$ cat src/rtl/cq_pkg.sv
// Shared encodings for the conversion queue sequencer.
// Assumes: mode and status codes match the values documented at the top ports.
package cq_pkg;
    typedef enum logic [1:0] {
        MODE_EXT     = 2'd0,
        MODE_SW_ONCE = 2'd1,
        MODE_SW_LOOP = 2'd2,
        MODE_OFF     = 2'd3
    } scan_mode_e;

    typedef enum logic [1:0] {
        STAT_IDLE   = 2'd0,
        STAT_ACTIVE = 2'd1,
        STAT_PAUSED = 2'd2
    } queue_stat_e;

    typedef enum logic [2:0] {
        SQ_IDLE,
        SQ_ISSUE,
        SQ_WAIT,
        SQ_PAUSED,
        SQ_RETRIG
    } seq_state_e;

    localparam int FLAG_DONE    = 0;
    localparam int FLAG_PAUSE   = 1;
    localparam int NUM_FLAGS    = 2;
    localparam int RETRIG_DELAY = 2;
endpackage

$ cat src/rtl/cq_regfile.sv
// Small register file with one synchronous write port and one
// combinational read port. Used for both the command table and the
// result table. Assumes: DEPTH is small enough for flops.
module cq_regfile #(
    parameter int DEPTH = 8,
    parameter int W     = 8,
    localparam int AW   = $clog2(DEPTH)
) (
    input  logic          clk,
    input  logic          rst_n,
    input  logic          we,
    input  logic [AW-1:0] waddr,
    input  logic [W-1:0]  wdata,
    input  logic [AW-1:0] raddr,
    output logic [W-1:0]  rdata
);
    logic [W-1:0] mem_q [DEPTH];

    // Storage: clear on reset, write one entry when enabled.
    always_ff @(posedge clk) begin
        if (!rst_n) begin
            for (int i = 0; i < DEPTH; i++) mem_q[i] <= '0;
        end else if (we) begin
            mem_q[waddr] <= wdata;
        end
    end

    // Read: asynchronous lookup.
    always_comb rdata = mem_q[raddr];
endmodule

$ cat src/rtl/cq_flag.sv
// One sticky status flag with a read-then-write-zero clear protocol and
// a gated interrupt request. Assumes: rd_i and wr_i are single-cycle
// strobes. A set on the same edge as a clear wins.
module cq_flag (
    input  logic clk,
    input  logic rst_n,
    input  logic set_i,
    input  logic rd_i,
    input  logic wr_i,
    input  logic wbit_i,
    input  logic en_i,
    output logic flag_o,
    output logic irq_o
);
    logic flag_q;
    logic armed_q;
    logic clr;

    // Clear qualifies only after a read that returned 1.
    always_comb clr = wr_i && !wbit_i && armed_q;

    // Arm tracking: armed by a read of 1, consumed by any write.
    always_ff @(posedge clk) begin
        if (!rst_n)                armed_q <= 1'b0;
        else if (wr_i)             armed_q <= 1'b0;
        else if (rd_i && flag_q)   armed_q <= 1'b1;
    end

    // Flag register: set has priority over clear.
    always_ff @(posedge clk) begin
        if (!rst_n) flag_q <= 1'b0;
        else        flag_q <= set_i | (flag_q & ~clr);
    end

    // Outputs: flag value and enabled interrupt request.
    always_comb begin
        flag_o = flag_q;
        irq_o  = flag_q & en_i;
    end
endmodule

$ cat src/rtl/cq_ctrl.sv
// Queue control state machine. Issues one conversion per command word,
// writes results, raises completion and pause events, and handles the
// pause, external resume and software self-retrigger cases.
// Assumes: the converter returns exactly one done per start.
module cq_ctrl
    import cq_pkg::*;
#(
    parameter int DEPTH = 8,
    parameter int CH_W  = 4,
    localparam int AW   = $clog2(DEPTH),
    localparam int RW   = $clog2(RETRIG_DELAY + 1)
) (
    input  logic            clk,
    input  logic            rst_n,
    input  logic [1:0]      mode,
    input  logic            ext_trig,
    input  logic            sw_go,
    input  logic [CH_W-1:0] word_chan,
    input  logic            word_pause,
    input  logic            word_last,
    input  logic            conv_done,
    output logic [AW-1:0]   ptr,
    output logic            conv_start,
    output logic [CH_W-1:0] conv_chan,
    output logic            res_we,
    output logic            set_done,
    output logic            set_pause,
    output logic [1:0]      status
);
    seq_state_e    state_q, state_d;
    logic [AW-1:0] ptr_q, ptr_d;
    logic [RW-1:0] wait_q, wait_d;
    logic          trig;
    logic          sw_mode;
    logic          end_hit;
    logic          finish;

    // Trigger selection: only the source that belongs to the mode counts.
    always_comb begin
        sw_mode = (mode == MODE_SW_ONCE) || (mode == MODE_SW_LOOP);
        unique case (mode)
            MODE_EXT:                  trig = ext_trig;
            MODE_SW_ONCE, MODE_SW_LOOP: trig = sw_go;
            default:                   trig = 1'b0;
        endcase
    end

    // Word end detection: explicit last marker or final table slot.
    always_comb begin
        end_hit = word_last || (ptr_q == AW'(DEPTH - 1));
        finish  = (state_q == SQ_WAIT) && conv_done;
    end

    // Next-state logic for the scan sequence.
    always_comb begin
        state_d = state_q;
        ptr_d   = ptr_q;
        wait_d  = wait_q;
        unique case (state_q)
            SQ_IDLE: begin
                if (trig) begin
                    state_d = SQ_ISSUE;
                    ptr_d   = '0;
                end
            end
            SQ_ISSUE: state_d = SQ_WAIT;
            SQ_WAIT: begin
                if (conv_done) begin
                    if (end_hit) begin
                        ptr_d   = '0;
                        state_d = (mode == MODE_SW_LOOP) ? SQ_ISSUE : SQ_IDLE;
                    end else begin
                        ptr_d = ptr_q + AW'(1);
                        if (!word_pause) begin
                            state_d = SQ_ISSUE;
                        end else if (sw_mode) begin
                            state_d = SQ_RETRIG;
                            wait_d  = '0;
                        end else begin
                            state_d = SQ_PAUSED;
                        end
                    end
                end
            end
            SQ_PAUSED: begin
                if (trig) state_d = SQ_ISSUE;
            end
            SQ_RETRIG: begin
                if (wait_q == RW'(RETRIG_DELAY - 1)) state_d = SQ_ISSUE;
                else                                 wait_d  = wait_q + RW'(1);
            end
            default: state_d = SQ_IDLE;
        endcase
    end

    // State registers.
    always_ff @(posedge clk) begin
        if (!rst_n) begin
            state_q <= SQ_IDLE;
            ptr_q   <= '0;
            wait_q  <= '0;
        end else begin
            state_q <= state_d;
            ptr_q   <= ptr_d;
            wait_q  <= wait_d;
        end
    end

    // Outputs: converter request, result write, flag events, status code.
    always_comb begin
        ptr        = ptr_q;
        conv_start = (state_q == SQ_ISSUE);
        conv_chan  = word_chan;
        res_we     = finish;
        set_done   = finish && end_hit;
        set_pause  = finish && word_pause;
        unique case (state_q)
            SQ_IDLE:   status = STAT_IDLE;
            SQ_PAUSED: status = STAT_PAUSED;
            default:   status = STAT_ACTIVE;
        endcase
    end
endmodule

$ cat src/rtl/cq_sequencer.sv
// Top level of the conversion queue sequencer: command table, result
// table, control state machine and the two status flags.
// Assumes: command words are written while the queue is idle.
module cq_sequencer
    import cq_pkg::*;
#(
    parameter int DEPTH = 8,
    parameter int CH_W  = 4,
    parameter int RES_W = 10,
    localparam int AW   = $clog2(DEPTH),
    localparam int CW   = CH_W + 2
) (
    input  logic             clk,
    input  logic             rst_n,
    input  logic [1:0]       mode_sel,
    input  logic             ext_trig,
    input  logic             sw_go,
    input  logic             cmd_we,
    input  logic [AW-1:0]    cmd_addr,
    input  logic [CW-1:0]    cmd_wdata,
    input  logic [AW-1:0]    res_addr,
    output logic [RES_W-1:0] res_rdata,
    output logic             conv_start,
    output logic [CH_W-1:0]  conv_chan,
    input  logic             conv_done,
    input  logic [RES_W-1:0] conv_result,
    input  logic             flag_rd,
    input  logic             flag_wr,
    input  logic [1:0]       flag_wdata,
    output logic [1:0]       flag_rdata,
    input  logic             ie_done,
    input  logic             ie_pause,
    output logic             irq_done,
    output logic             irq_pause,
    output logic [1:0]       status
);
    logic [AW-1:0]        ptr;
    logic [CW-1:0]        word;
    logic                 res_we;
    logic                 ev_done, ev_pause;
    logic [NUM_FLAGS-1:0] ev_vec, en_vec, flag_vec, irq_vec;

    cq_regfile #(.DEPTH(DEPTH), .W(CW)) u_cmd (
        .clk(clk), .rst_n(rst_n), .we(cmd_we), .waddr(cmd_addr),
        .wdata(cmd_wdata), .raddr(ptr), .rdata(word)
    );

    cq_regfile #(.DEPTH(DEPTH), .W(RES_W)) u_res (
        .clk(clk), .rst_n(rst_n), .we(res_we), .waddr(ptr),
        .wdata(conv_result), .raddr(res_addr), .rdata(res_rdata)
    );

    cq_ctrl #(.DEPTH(DEPTH), .CH_W(CH_W)) u_ctrl (
        .clk(clk), .rst_n(rst_n), .mode(mode_sel), .ext_trig(ext_trig),
        .sw_go(sw_go), .word_chan(word[CH_W-1:0]), .word_pause(word[CH_W]),
        .word_last(word[CH_W+1]), .conv_done(conv_done), .ptr(ptr),
        .conv_start(conv_start), .conv_chan(conv_chan), .res_we(res_we),
        .set_done(ev_done), .set_pause(ev_pause), .status(status)
    );

    // Flag event and enable vectors, indexed by flag number.
    always_comb begin
        ev_vec[FLAG_DONE]  = ev_done;
        ev_vec[FLAG_PAUSE] = ev_pause;
        en_vec[FLAG_DONE]  = ie_done;
        en_vec[FLAG_PAUSE] = ie_pause;
    end

    for (genvar g = 0; g < NUM_FLAGS; g++) begin : g_flag
        cq_flag u_flag (
            .clk(clk), .rst_n(rst_n), .set_i(ev_vec[g]), .rd_i(flag_rd),
            .wr_i(flag_wr), .wbit_i(flag_wdata[g]), .en_i(en_vec[g]),
            .flag_o(flag_vec[g]), .irq_o(irq_vec[g])
        );
    end

    // Output mapping of flags and interrupt requests.
    always_comb begin
        flag_rdata = flag_vec;
        irq_done   = irq_vec[FLAG_DONE];
        irq_pause  = irq_vec[FLAG_PAUSE];
    end
endmodule

$ cat config.mk
export PLATFORM = sky130hd
export DESIGN_NAME = cq_sequencer
export DESIGN_NICKNAME = d
export VERILOG_FILES = /design/src/rtl/cq_pkg.sv /design/src/rtl/cq_regfile.sv /design/src/rtl/cq_flag.sv /design/src/rtl/cq_ctrl.sv /design/src/rtl/cq_sequencer.sv
export SDC_FILE = /design/constraint.sdc
export NUM_CORES = 1
export LEC_CHECK = 0
export CAP_MARGIN = 20
export CORE_UTILIZATION = 40
export CTS_BUF_LIST = sky130_fd_sc_hd__clkbuf_8
export CTS_CLUSTER_SIZE = 24
export DETAILED_ROUTE_END_ITERATION = 6
export DONT_BUFFER_PORTS = 1
export PLACE_DENSITY = 0.56
export REMOVE_ABC_BUFFERS = 1
export SLEW_MARGIN = 25
export SYNTH_ARGS = -nofsm -noshare
export SYNTH_HDL_FRONTEND = slang
export SYNTH_SLANG_ARGS = --single-unit
$ cat constraint.sdc
create_clock -name clk -period 4.37 [get_ports clk]
set_input_delay 0.2185 -clock clk [delete_from_list [all_inputs] [get_ports clk]]
set_output_delay 0.2185 -clock clk [all_outputs]
set_load 0.02 [all_outputs]
# After elaboration in Yosys (flattened, before gate mapping)
# Memories as Yosys holds them, arrays and structs flattened. A register that Yosys moved wholly into a read port is not among the register bits.
# Index checks and enable logic that the tools add are counted.
# Widths: inputs -> output; s select.
[totals] ff_bits=12 mem_bits_rw=128 in_bits=36 out_inout_bits=21 wordCells=96 memories=2
[mem_list] name="u_res.mem_q" depth=8 word_bits=10 read_ports=1 rd_clocked_by_memory_dff=0 wr=8 line="cq_regfile.sv:17" text="logic [W-1:0] mem_q [DEPTH];"
[mem_list] name="u_cmd.mem_q" depth=8 word_bits=6 read_ports=1 rd_clocked_by_memory_dff=1 wr=8 line="cq_regfile.sv:17"
[op_classes] add_sub_neg=2 eq_ne=16 mux=35 n_bitwise=9 n_reduce_logical=25
[op_table] op="$mux 3" n=13
[op_table] op="$pmux 3 s4" n=1
[op_table] op="$mux 1" n=10
[op_table] op="$mux 10" n=1
[op_table] op="$mux 2" n=5
[op_table] op="$reduce_or 10->1" n=1
[op_table] op="$logic_and 1x1->1" n=9
[op_table] op="$ne 2x1->1 const B" n=4
[op_table] op="$ne 2x2->1 const B" n=4
[op_table] op="$pmux 2 s2" n=2
[op_table] op="$eq 3x2->1 const B" n=2
[op_table] op="$eq 3x3->1 const B" n=2
[op_table] op="$mux 6" n=1
[op_table] op="$pmux 3 s2" n=1
[op_table] op="$reduce_and 3->1" n=2
[op_table] op="$reduce_and 6->1" n=1
[op_table] op="$reduce_or 2->1" n=3
[op_table] op="$reduce_or 6->1" n=1
[op_table] op="$and 1x1->1" n=4
[op_table] op="$eq 2x1->1 const B" n=2
[op_table] op="$reduce_bool 2->1" n=2
[op_table] op="$add 3x1->3 const B" n=1
[op_table] op="$eq 3x1->1 const B" n=1
[op_table] op="$logic_not 3->1" n=1
[op_table] op="other kinds (8)" n=13

# Logic depth before layout (Yosys ltp)
[logic_depth] ltp_word=7 mapped_depth=7 depth_no_buf=7

# Cells and area by module
# From an unflattened synthesis, not the netlist that was laid out.
[hier_totals] cells_unflattened=477 area_unflattened_um2=6705.2
[modules_own_cells] module="cq_regfile at u_res" instances=1 cells_per_inst=236 area_per_inst_um2=3652.3 seq_area_each_um2=2402.3
[modules_own_cells] module="cq_regfile at u_cmd" instances=1 cells_per_inst=148 area_per_inst_um2=2240.9 seq_area_each_um2=1441.4
[modules_own_cells] module="cq_ctrl" instances=1 cells_per_inst=77 area_per_inst_um2=651.9 seq_area_each_um2=160.2
[modules_own_cells] module="cq_flag" instances=2 cells_per_inst=8 area_per_inst_um2=80.1 seq_area_each_um2=40.0

# Worst setup path before layout
# Ideal clock, no wire load.
[synth_path] kind="register -> register" startpoint="register u_ctrl.state_q[2]" endpoint="memory u_res.mem_q[2][0] in the netlist's numbering, enable pin" setup_ns=0.391 arrival_time_ns=1.637 required_time_ns=3.979 slack_ns=2.342 path_stages_with_launch=4 path_buffers=0 period_less_slack_ns=2.028 path_cell_list="dfxtp_1 > nor2b_1 > nand4b_1 > o21ai_0"
[synth_lines] element="start: declaration" line="cq_ctrl.sv:30" text="seq_state_e state_q, state_d;"
[synth_lines] element="start signal: assignment" line="cq_ctrl.sv:103" text="state_q <= state_d;"
[synth_lines] element="end: declaration" line="cq_regfile.sv:17"

==> impl_summary.log <==
INFO  metric synth.yosys.warnings = 0
INFO  metric yosys.cell_types.count = 48
INFO  metric floorplan.initialDensity = 40.7%
INFO  metric syn2layout_area_growth = 12.0%
INFO  metric wire_length_of_the_first_global_routing_pass = 22200 µm
INFO  metric syn_area_per_cell = 14.8 µm²
INFO  metric die_h = 132 µm
INFO  metric worstSetupStartpoint = u_ctrl.state_q[2]
INFO  metric clock_insertion_delay_worst_skew = 0.44 ns
INFO  metric powerDensity = 371 mW/mm²
INFO  metric p_comb_share = 7.5%
INFO  metric core.rowCount = 47
INFO  metric final_critical_period = 2.49 ns
INFO  metric netlist_instances = 456
INFO  metric die-width = 132 µm
INFO  metric cts_resized = 0
INFO  metric synth_enable_flop_cells = 128
INFO  metric hold_wc_path_type = in2reg
INFO  metric period_share = 57.0%
INFO  metric finalHoldViolations = 0
INFO  metric drt_drc_violations_left = 0
INFO  metric synth_area = 0.00673 mm²
INFO  metric cpLargestDelayFamily = simple AND/OR/NAND/NOR gates
INFO  metric design.final.nets = 528
INFO  metric synth_seq_cells = 143
INFO  metric power_report.internal_total = 2.13 mW
INFO  metric port-buffer-count = 0
INFO  metric io_pins = 57
INFO  metric max_stage_delay = 0.71 ns
INFO  metric detail_route.vias_per_cell = 5.15
INFO  metric htree_depth = 4
INFO  metric power.switching = 0.661 mW
INFO  metric core_region_area = 0.0165 mm²
INFO  metric final-instance-count-excl-fill = 719
INFO  metric die-area = 0.0174 mm²
INFO  metric finalCoreUtilization = 45.6%
INFO  metric total_power = 2.80 mW
INFO  metric via_count = 3704
INFO  metric cts_setup_buffers = 0
INFO  metric crit_required = 4.46 ns
INFO  metric setup_viol = 0
INFO  metric routed_wl = 14300 µm
INFO  metric globalRouteOverflowTotal = 0
INFO  metric timing.critical_path.slowest_stage_cell = sky130_fd_sc_hd__nor3_1
INFO  metric postLayoutSetupSlackWorst = 1.88 ns
INFO  metric place_inst = 666
INFO  metric cts.clk_slew.worst_paths = 0.08 ns
INFO  metric antenna_violations_before_repair = 0
INFO  metric ctsHoldBuffers = 21
INFO  metric final_max_slew_viol_count = 0
INFO  metric unrepaired_setup_endpoints_after_global_routing = false
INFO  metric pwr-share-seq = 56.0%
INFO  metric critical_path.n_buffers_inverters = 0
INFO  metric critical_path_class = reg2reg
INFO  metric globalRouteTotalUtil = 17.6%
INFO  metric synth_async_sr_flop_share = 0%
INFO  metric outcome = complete, no violations
INFO  metric drv_cap = 0
INFO  metric timing.fmax = 401 MHz
INFO  metric cts_sinks = 143
INFO  metric max_slew.worst_pin.slew = 0.973 ns
INFO  metric avgRoutedWirePerCell = 19.9 µm
INFO  metric fin_setup_tns = 0 ns
INFO  metric cp_cell_sequence = nor2b_1 > nand4_1 > nor3_1 > nand2b_1
INFO  metric clock_buffers_created_by_tritoncts = 17
INFO  metric worstHoldStart = flag_wdata[0]
INFO  metric largest_voltage_drop_on_the_vdd_net = 0.000210 V
INFO  metric ant_nets = 0
INFO  metric critPathCaptureType = register
INFO  metric p_sw_share = 23.6%
INFO  metric fraction_of_layout_cells_with_a_size_suffix_above_1 = 16.8%
INFO  metric n_antenna_cell = 0
INFO  metric worst-endpoint-arrival = 2.58 ns
INFO  metric clockBufferDepth = 2
INFO  metric rrSetupSlack = 1.88 ns
INFO  metric leakage_power_of_the_design = 2.65 nW
INFO  metric seq_area_frac_synth = 61.5%
INFO  metric timing.max_slew.rel_slack = 34.5%
INFO  metric crit_path_max_fanout = 11
INFO  metric routabilityCongestion = 0.796
INFO  metric vias_in_the_first_global_route = 3875
INFO  metric first_pass_iters = 4
INFO  metric r2r_start = u_ctrl.state_q[2]
INFO  metric skew = 0.0108 ns
INFO  metric largest_net_degree_at_the_start_of_global_routing = 22
INFO  metric drtIter0Drc = 274
INFO  metric ctsRootBufferMaster = sky130_fd_sc_hd__clkbuf_8
INFO  metric power_frac_clock = 36.5%
INFO  metric hpwlAfterDp = 9730 µm
INFO  metric clock_tree_from_tritoncts = yes
INFO  metric yosys_most_used_dff = sky130_fd_sc_hd__edfxtp_1
INFO  metric preCtsSetupSlack = 1.82 ns
INFO  metric setup.worst_path.start_class = register
state kept, by name, indices dropped and copies added, names as in the netlist, named ones only:
| register | count |
|---|---|
| u_ctrl.wait_q | 2 |
| u_cmd.mem_q | 48 |
| g_flag.u_flag.flag_o | 2 |
| u_res.mem_q | 80 |
| u_ctrl.ptr | 3 |
| g_flag.u_flag.armed_q | 2 |
| u_ctrl.state_q | 3 |
power groups by stage:
stage | clock (mW) | combinational (mW) | sequential (mW)
global placement | 0 | 0.179 | 1.59
global route | 1.10 | 0.225 | 1.57
finish | 1.02 | 0.209 | 1.57
detailed placement | 0 | 0.182 | 1.60
CTS | 1.04 | 0.212 | 1.57
floorplan | 0 | 0.141 | 1.59
cells by family (layout without fill, tap and decap cells):
logic type	after synthesis	count (layout)	share of synthesized area (%)
muxes	50	50	14.1
buffers and inverters	22	65	1.84
adders and majority gates	6	6	1.12
and+or+nand+nor	200	200	17.8
DFF	143	143	61.5
AOI/OAI and AO/OA	35	35	3.66
area by class of cell:
class | count | area, µm²
timing repair buffer | 27 | 255
multi-input combinational | 291 | 2460
fill | 1483 | 8980
tap | 220 | 275
clock buffer | 17 | 234
sequential | 143 | 4140
inverter | 6 | 22.5
clock inverter | 15 | 145
synth_stat cells (5+ instances only):
cell type	number	share of area (%)
sky130_fd_sc_hd__and2_1	132	12
sky130_fd_sc_hd__edfxtp_1	128	57
sky130_fd_sc_hd__mux4_2	22	7.4
sky130_fd_sc_hd__o21ai_0	17	1.3
sky130_fd_sc_hd__mux2_2	16	2.7
sky130_fd_sc_hd__nor2_1	16	0.89
sky130_fd_sc_hd__dfxtp_1	15	4.5
sky130_fd_sc_hd__nand2_1	14	0.78
sky130_fd_sc_hd__nand2b_1	10	0.93
sky130_fd_sc_hd__mux4_1	9	3.5
sky130_fd_sc_hd__clkbuf_1	6	0.33
sky130_fd_sc_hd__ha_1	6	1.1
sky130_fd_sc_hd__inv_1	6	0.33
sky130_fd_sc_hd__nand3_1	5	0.37
final timing paths:
path	end	cells past startpoint
worst max-delay path	u_res.mem_q[1][7]	4
worst min-delay path	g_flag[0].u_flag.flag_o	2
worst max register to register	u_res.mem_q[1][7]	4
worst min register to register	u_ctrl.wait_q[0]	2
placed cells by master, fill, tap and decap left out, types with 2 or more instances in the layout:
cell and n:
sky130_fd_sc_hd__and2_1 132, sky130_fd_sc_hd__edfxtp_1 128, sky130_fd_sc_hd__mux4_2 22, sky130_fd_sc_hd__dlygate4sd3_1 21
sky130_fd_sc_hd__clkbuf_8 17, sky130_fd_sc_hd__mux2_2 16, sky130_fd_sc_hd__o21ai_0 16, sky130_fd_sc_hd__nor2_1 16
sky130_fd_sc_hd__dfxtp_1 15, sky130_fd_sc_hd__nand2_1 14, sky130_fd_sc_hd__nand2b_1 10, sky130_fd_sc_hd__mux4_1 9
sky130_fd_sc_hd__inv_1 6, sky130_fd_sc_hd__ha_1 6, sky130_fd_sc_hd__buf_4 6, sky130_fd_sc_hd__nand3_1 5
sky130_fd_sc_hd__nand3b_1 4, sky130_fd_sc_hd__nor3_1 4, sky130_fd_sc_hd__a21boi_0 4, sky130_fd_sc_hd__clkinv_2 4
sky130_fd_sc_hd__or2_2 3, sky130_fd_sc_hd__a21oi_1 3, sky130_fd_sc_hd__clkinvlp_4 3, sky130_fd_sc_hd__nor2b_1 2
sky130_fd_sc_hd__a31oi_1 2, sky130_fd_sc_hd__mux2i_1 2, sky130_fd_sc_hd__clkinv_4 2, sky130_fd_sc_hd__bufinv_16 2
sky130_fd_sc_hd__clkinv_1 2, sky130_fd_sc_hd__inv_6 2
layer usage:
metal	part of all wire, %	vias to the layer above	GRT usage [%]
met4	0.72	0	6.27
met1	42	1839	21.2
met2	51	99	30.5
met3	5.9	10	4.42
li1	-	1756	-
met5	0	-	0
stage by stage:
step | area, µm² | hold slack (ns)
after floorplan | 6630 | 0.340
after global placement | 6950 | 0.352
after detailed placement | 6950 | 0.348
after CTS | 7540 | 0.00493
after global routing | 7540 | 0.0358
final | 7540 | 0.0302
Note: power is estimated with default switching activity, not from simulation.
